`src/rtl/jcw_pkg.sv`:
```
package jcw_pkg;
  typedef enum logic {
    FEED_TWIST = 1'b0,
    FEED_FORCE = 1'b1
  } feed_mode_e;
endpackage

```
`src/rtl/jcw_ring.sv`:
```
module jcw_ring
  import jcw_pkg::*;
#(
  parameter int STAGES = 8
) (
  input  logic              clk,
  input  logic              rst,
  input  logic              load_en,
  input  logic [STAGES-1:0] load_val,
  input  feed_mode_e        feed_mode,
  output logic [STAGES-1:0] q
);
  localparam int MSB = STAGES - 1;

  logic feed_bit;
  assign feed_bit = (feed_mode == FEED_FORCE) ? 1'b1 : ~q[MSB];

  for (genvar s = 0; s < STAGES; s++) begin : g_stage
    logic d;
    if (s == 0) begin : g_first
      assign d = feed_bit;
    end else begin : g_rest
      assign d = q[s-1];
    end
    always_ff @(posedge clk) begin
      if (rst)          q[s] <= 1'b0;
      else if (load_en) q[s] <= load_val[s];
      else              q[s] <= d;
    end
  end

  // an expired watchdog pushes a one into the first stage
  p_force_one_r5: assert property (@(posedge clk) disable iff (rst)
    (feed_mode == FEED_FORCE && !load_en) |=> q[0]);

  // an upset load lands unchanged
  p_load_r8: assert property (@(posedge clk) disable iff (rst)
    load_en |=> q == $past(load_val));
endmodule

```
`src/rtl/jcw_sync_det.sv`:
```
module jcw_sync_det #(
  parameter int STAGES = 8
) (
  input  logic              clk,
  input  logic              rst,
  input  logic [STAGES-1:0] q,
  output logic              all_ones,
  output logic              sync_n
);
  assign all_ones = &q;

  always_ff @(posedge clk) begin
    if (rst) sync_n <= 1'b1;
    else     sync_n <= ~all_ones;
  end

  // strobe follows the all-ones state by one clock
  p_sync_after_r3: assert property (@(posedge clk) disable iff (rst)
    all_ones |=> !sync_n);
  p_sync_idle_r3: assert property (@(posedge clk) disable iff (rst)
    !all_ones |=> sync_n);
endmodule

```
`src/rtl/jcw_oneshot.sv`:
```
module jcw_oneshot #(
  parameter int TIMEOUT = 24
) (
  input  logic clk,
  input  logic rst,
  input  logic trig,
  output logic alive
);
  localparam int CW = $clog2(TIMEOUT + 1);
  localparam logic [CW-1:0] LOAD = CW'(TIMEOUT);

  logic [CW-1:0] cnt;

  always_ff @(posedge clk) begin
    if (rst)                cnt <= LOAD;
    else if (trig)          cnt <= LOAD;
    else if (cnt != '0)     cnt <= cnt - 1'b1;
  end

  assign alive = (cnt != '0);

  // every trigger restarts the full timeout
  p_reload_r4: assert property (@(posedge clk) disable iff (rst)
    trig |=> cnt == LOAD);
  // without a trigger an expired timer stays expired
  p_hold_expired_r4: assert property (@(posedge clk) disable iff (rst)
    (!alive && !trig) |=> !alive);
endmodule

```
`src/rtl/johnson_watchdog.sv`:
```
module johnson_watchdog
  import jcw_pkg::*;
#(
  parameter int STAGES  = 8,
  parameter int TIMEOUT = 24
) (
  input  logic              clk,
  input  logic              rst,
  input  logic              upset_en,
  input  logic [STAGES-1:0] upset_val,
  output logic [STAGES-1:0] stage_q,
  output logic              sync_n,
  output logic              fault
);
  localparam int BOUND = TIMEOUT + STAGES;
  localparam int GW    = $clog2(BOUND + 2);

  initial begin
    assert (TIMEOUT > 2 * STAGES && TIMEOUT <= 4 * STAGES)
      else $error("TIMEOUT must lie in (2*STAGES, 4*STAGES]");
  end

  logic       all_ones;
  logic       alive;
  feed_mode_e feed;

  assign feed  = alive ? FEED_TWIST : FEED_FORCE;
  assign fault = ~alive;

  jcw_ring #(.STAGES(STAGES)) u_ring (
    .clk      (clk),
    .rst      (rst),
    .load_en  (upset_en),
    .load_val (upset_val),
    .feed_mode(feed),
    .q        (stage_q)
  );

  jcw_sync_det #(.STAGES(STAGES)) u_sync (
    .clk     (clk),
    .rst     (rst),
    .q       (stage_q),
    .all_ones(all_ones),
    .sync_n  (sync_n)
  );

  jcw_oneshot #(.TIMEOUT(TIMEOUT)) u_timer (
    .clk  (clk),
    .rst  (rst),
    .trig (all_ones),
    .alive(alive)
  );

  // Gap monitor for the recovery bound
  logic [GW-1:0] gap;
  always_ff @(posedge clk) begin
    if (rst || all_ones || upset_en) gap <= '0;
    else if (gap != GW'(BOUND + 1))  gap <= gap + 1'b1;
  end

  // all ones is reached within TIMEOUT+STAGES edges
  p_recover_bound_r7: assert property (@(posedge clk) disable iff (rst)
    gap <= GW'(BOUND));

  // healthy stepping is a twisted shift
  p_twist_step_r2: assert property (@(posedge clk) disable iff (rst)
    (alive && !upset_en) |=>
      stage_q == {$past(stage_q[STAGES-2:0]), ~$past(stage_q[STAGES-1])});

  // reaching all ones while expired clears the fault and holds the ones
  p_fault_clear_r6: assert property (@(posedge clk) disable iff (rst)
    (fault && all_ones && !upset_en) |=> (!fault && (&stage_q)));
endmodule

```
`config.mk`:
```
export PLATFORM = sky130hd
export DESIGN_NAME = johnson_watchdog
export DESIGN_NICKNAME = d
export VERILOG_FILES = /design/src/rtl/jcw_pkg.sv /design/src/rtl/jcw_ring.sv /design/src/rtl/jcw_sync_det.sv /design/src/rtl/jcw_oneshot.sv /design/src/rtl/johnson_watchdog.sv
export SDC_FILE = /design/constraint.sdc
export NUM_CORES = 1
export LEC_CHECK = 0
export CAP_MARGIN = 10
export CORE_MARGIN = 4
export CORE_UTILIZATION = 43
export DETAILED_ROUTE_END_ITERATION = 8
export PLACE_DENSITY = 0.76
export SETUP_SLACK_MARGIN = 0.2
export SKIP_LAST_GASP = 1
export SLEW_MARGIN = 20
export SYNTH_ARGS = -nofsm -noshare
export SYNTH_HDL_FRONTEND = slang
export SYNTH_SLANG_ARGS = --single-unit
```
`constraint.sdc`:
```
create_clock -name clk -period 1.8 [get_ports clk]
set_input_delay 0.18 -clock clk [delete_from_list [all_inputs] [get_ports clk]]
set_output_delay 0.18 -clock clk [all_outputs]
set_load 0.02 [all_outputs]
```
# --- Yosys cells after proc, flatten, opt, wreduce, memory -nomap -nowiden ---
# Cells that the tools add are included.
totals:
  regBits: 14
  latch_bits: 0
  mem_bits_rw: 0
  rom_bits: 0
  in_bits: 11
  out_inout_bits: 10
  n_memories: 0
classes:
  n_addsub: 1
  mul: 0
  n_div: 0
  order_cmp: 0
  n_eq_ne: 0
  shifts: 0
  muxes: 9
  bitwise_logic: 3
  n_reduce_logical: 3
ops:
  columns: ["op", "n"]
  rows:
  - ["1-bit 2-to-1 mux", 9]
  - ["8-bit AND reduction", 1]
  - ["5-bit nonzero test", 1]
  - ["5-bit by 1-bit subtractor with 5-bit output, second input constant", 1]
  - ["1-bit inverter", 3]
  - ["2-bit OR reduction", 1]

# --- Depth between registers and ports, before layout ---
logic_depth:
  depth_word: 3
  mapped_depth: 5
  mapped_depth_nobuf: 5

# --- Hierarchy ---
# From an unflattened synthesis, not the netlist that was laid out.
unflattened:
  hier_cells: 68
  hier_area_um2: 651.9
modules_own_cells:
  columns: ["mod", "n_inst", "cells_per_inst", "area_each_um2", "seq_area_each_um2"]
  rows:
  - ["jcw_ring", 1, 34, 349.1, 160.2]
  - ["jcw_oneshot", 1, 27, 252.7, 100.1]
  - ["jcw_sync_det", 1, 6, 46.3, 20.0]
  - ["johnson_watchdog", 1, 1, 3.8, 0.0]

# --- Least setup slack after synthesis ---
# Ideal clock, no wire load.
synth_path:
  path_kind: "reg-to-reg"
  start: "register u_timer.cnt[0]"
  end: "register u_timer.cnt[0]"
  arrival_time_ns: 1.247
  required_time_ns: 1.674
  setup_slack_ns: 0.427
  path_stages_with_launch: 6
  path_buffers: 0
  period_less_slack_ns: 1.373
  cell_sequence: "dfxtp_1 inv_1 ha_1 nor4b_4 xnor2_1 nor2_2"
synth_via:
  elab_chain_len: 1
  word_cells_on_any_way: 2
synth_rtl:
  columns: ["element", "line", "text"]
  rows:
  - ["from (decl)", "jcw_oneshot.sv:12", "logic [CW-1:0] cnt;"]
  - ["from (signal assigned)", "jcw_oneshot.sv:17", "else if (cnt != '0) cnt <= cnt - 1'b1;"]
  - ["5-bit by 1-bit subtractor with 5-bit output or 5-bit nonzero test (tied branches)", "jcw_oneshot.sv:17", null]
# Parallel ways exist; a longest one is shown, timed or not.
# A chain may end at the register's enable or synchronous reset.

# --- Final worst setup path ---
layout_path:
  start: "register u_timer.cnt[0]"
  end: "output port fault"
layout_via:
  elab_chain_len: 2
layout_rtl:
  columns: ["element", "line", "text"]
  rows:
  - ["5-bit nonzero test", "jcw_oneshot.sv:20", "assign alive = (cnt != '0);"]
  - ["1-bit inverter", "johnson_watchdog.sv:28", "assign fault = ~alive;"]
  - ["to (decl)", "johnson_watchdog.sv:13", "output logic fault"]
# No other way between the ends.

==> impl_metrics.ini <==
[synth]
ys_seq_area_frac = 0.442
synth_cell_types = 22
synth_area_per_cell_um2 = 10.2
synth_nets = 75
ys_seq_elements = 14
yosysWarnings = 0
synthesis.area_um2 = 634
syn_inst = 62

[power_and_ir_drop]
power.density_mw_per_mm2 = 876
vdd_drop_max_mv = 0.448
power_leakage_uw = 0.000344
p_total_uw = 734

[worst_setup_path]
cp_max_fo = 3
cp.arrival_ns = 1.32
critPathKind = flop to output port
endpoint_kind = output port
path_cells = inv_1, ha_1, nor4b_4, buf_2
timing.reg2reg.setup_slack_ns = 0.38
critPathTopFamily = flip-flops
path_buf_inv = 2
cp.required_ns = 1.62
cpPeakStageDelay_ns = 0.31
cp_num_cells = 4
crit_slowest_cell = dfxtp_1
r2r_cells = 4
start_kind = flop

[cells_and_area]
synthToLayoutAreaGrowth_pct = 32.1
diodes = 0
layout_commonest_cell = clkdlybuf4s50_1
final_cell_mix = clkdlybuf4s50_1, dfxtp_1, mux2i_1, nor2_1, nor3_1
drive_above_1_share = 0.139
final_nets = 93
fin_area_um2 = 838

[placed_design]
numPortBuffers = 20
place_area_um2 = 807
dp_hpwl_um = 887
post-place-ws_ns = 0.151
routabilityCongestion = 0.640

[sta]
fmax_ghz = 0.665
drv_slew = 0
setup_viol = 0
relSlewSlack = 0.686
fin_crit_ns = 1.50
fin_skew_ns = 0.00144
worst_slew_pin_slew_ns = 0.470
rsz0062_at_grt = false
fin_crit_sh = 0.836
tns_ns = 0
post-route-worst-setup-slack_ns = 0.295
hold_viol = 0

[global_routing]
grt_pass1_vias = 452
grt-ovfl-total = 0
grt_pass1_wl_um = 1830
grt_max_degree = 10
track_usage = 0.119
antenna_found_initial = 0

[status]
status = finished, final reports clean

[floorplan]
core_mm2 = 0.00135
num_rows = 13
die_h_um = 46.4
die_w_um = 46.4
die-area_mm2 = 0.00215
initial_core_util = 0.470
io_pins = 21

[route]
num_vias = 468
routed_wl_um = 1140
dr.first_iter.drc_count = 3
final_antenna_net_count = 0
post_drt_wl_per_cell_um = 12.1
drc_errors = 0
viasPerCell = 4.98
firstDrtPassIters = 2

[clock_network]
clock-root-buffer = clkbuf_4
ctsHoldBuffers = 0
htree_levels = 1
cts_buffer_depth = 2
clk-insertion-delay-late_ns = 0.27
cts_resized = 4
cts_tree = built
numCtsBuffers = 3
clock-sinks = 14
post_cts_buffers = 0
path_clk_slew_ns = 0.08

[min_path]
whs_path_depth = 3
min_path_type = input pin to flop

[flow_run]
maxCapViolCount = 0
[synthesized netlist by cell type]
cell type / n / area, um2
dfxtp_1: 14 / 280
or3b_1: 1 / 8.76
a211o_1: 1 / 8.76
clkbuf_1: 1 / 3.75
nor2_2: 1 / 6.26
nor2b_1: 2 / 12.5
or3_1: 2 / 12.5
ha_1: 2 / 25.0
mux2i_1: 7 / 70.1
buf_4: 7 / 52.6
xnor2_1: 2 / 17.5
a211o_2: 1 / 10.0
buf_2: 1 / 5.00
nand4_1: 2 / 12.5
a211oi_1: 1 / 7.51
o21bai_1: 1 / 7.51
inv_1: 2 / 7.51
nor3_1: 4 / 20.0
nor4b_4: 1 / 23.8
nor2_1: 7 / 26.3
and2b_2: 1 / 8.76
nor3b_1: 1 / 7.51
[layout make-up]
| type | count | area, um2 |
|---|---|---|
| multi-input cells | 37 | 285 |
| inverters | 2 | 7.51 |
| fillers | 131 | 512 |
| clock buffers | 4 | 36.3 |
| repair buffers | 22 | 210 |
| well taps | 15 | 18.8 |
| flip-flops and latches | 14 | 280 |
[worst reg2reg max path, delay by kind of cell (launching register included)]
family / cells / cell delay, ns
AO/OA/AOI/OAI: 1 / 0.33
adder cells (fa/ha/maj): 1 / 0.19
AND/OR/NAND/NOR: 1 / 0.38
flip-flops: 1 / 0.31
buffers and inverters: 1 / 0.10
[report_power, final]
part | internal [uW] | total [uW] | switching, uW
combinational | 85.3 | 147 | 61.7
sequential | 339 | 369 | 29.3
clock | 123 | 219 | 96.2
[final timing paths]
kind                        from             endpoint
setup / recovery  u_timer.cnt[0]                fault
hold / removal      upset_val[0]  u_ring.g_stage[1].d
setup reg to reg  u_timer.cnt[0]       u_timer.cnt[4]
hold reg to reg   u_timer.cnt[1]       u_timer.cnt[1]
[sequential cells by signal, summed over array words and instances (netlist names)]
name / count
u_timer.cnt: 5
u_ring.g_stage.d: 7
u_sync.sync_n: 1
u_ring.q: 1
[cells by family (layout without fill, tap and decap cells)]
family / Yosys count / in the layout / share of synthesized area
flip-flops: 14 / 14 / 0.442
buffers and inverters: 11 / 28 / 0.108
AO/OA/AOI/OAI: 4 / 4 / 0.0533
AND/OR/NAND/NOR: 22 / 22 / 0.219
adder cells (fa/ha/maj): 2 / 2 / 0.0394
multiplexers: 7 / 7 / 0.110
XOR/XNOR: 2 / 2 / 0.0276
[metrics by stage]
stage	hold WS, ns	cells	utilization
floorplan	0.327	62	-
global placement	0.490	90	0.598
detailed placement	0.512	90	0.598
CTS	0.515	94	0.621
global route	0.534	94	0.621
finish	0.513	94	0.621
[metal layers]
metal,vias to the layer above,wire (um),global-route usage
li1,242,-,-
met1,213,506,0.136
met2,13,539,0.201
met3,0,90,0.0391
met4,0,0,0.0511
met5,-,0,0
No activity file was read; power rests on OpenSTA's default activity.
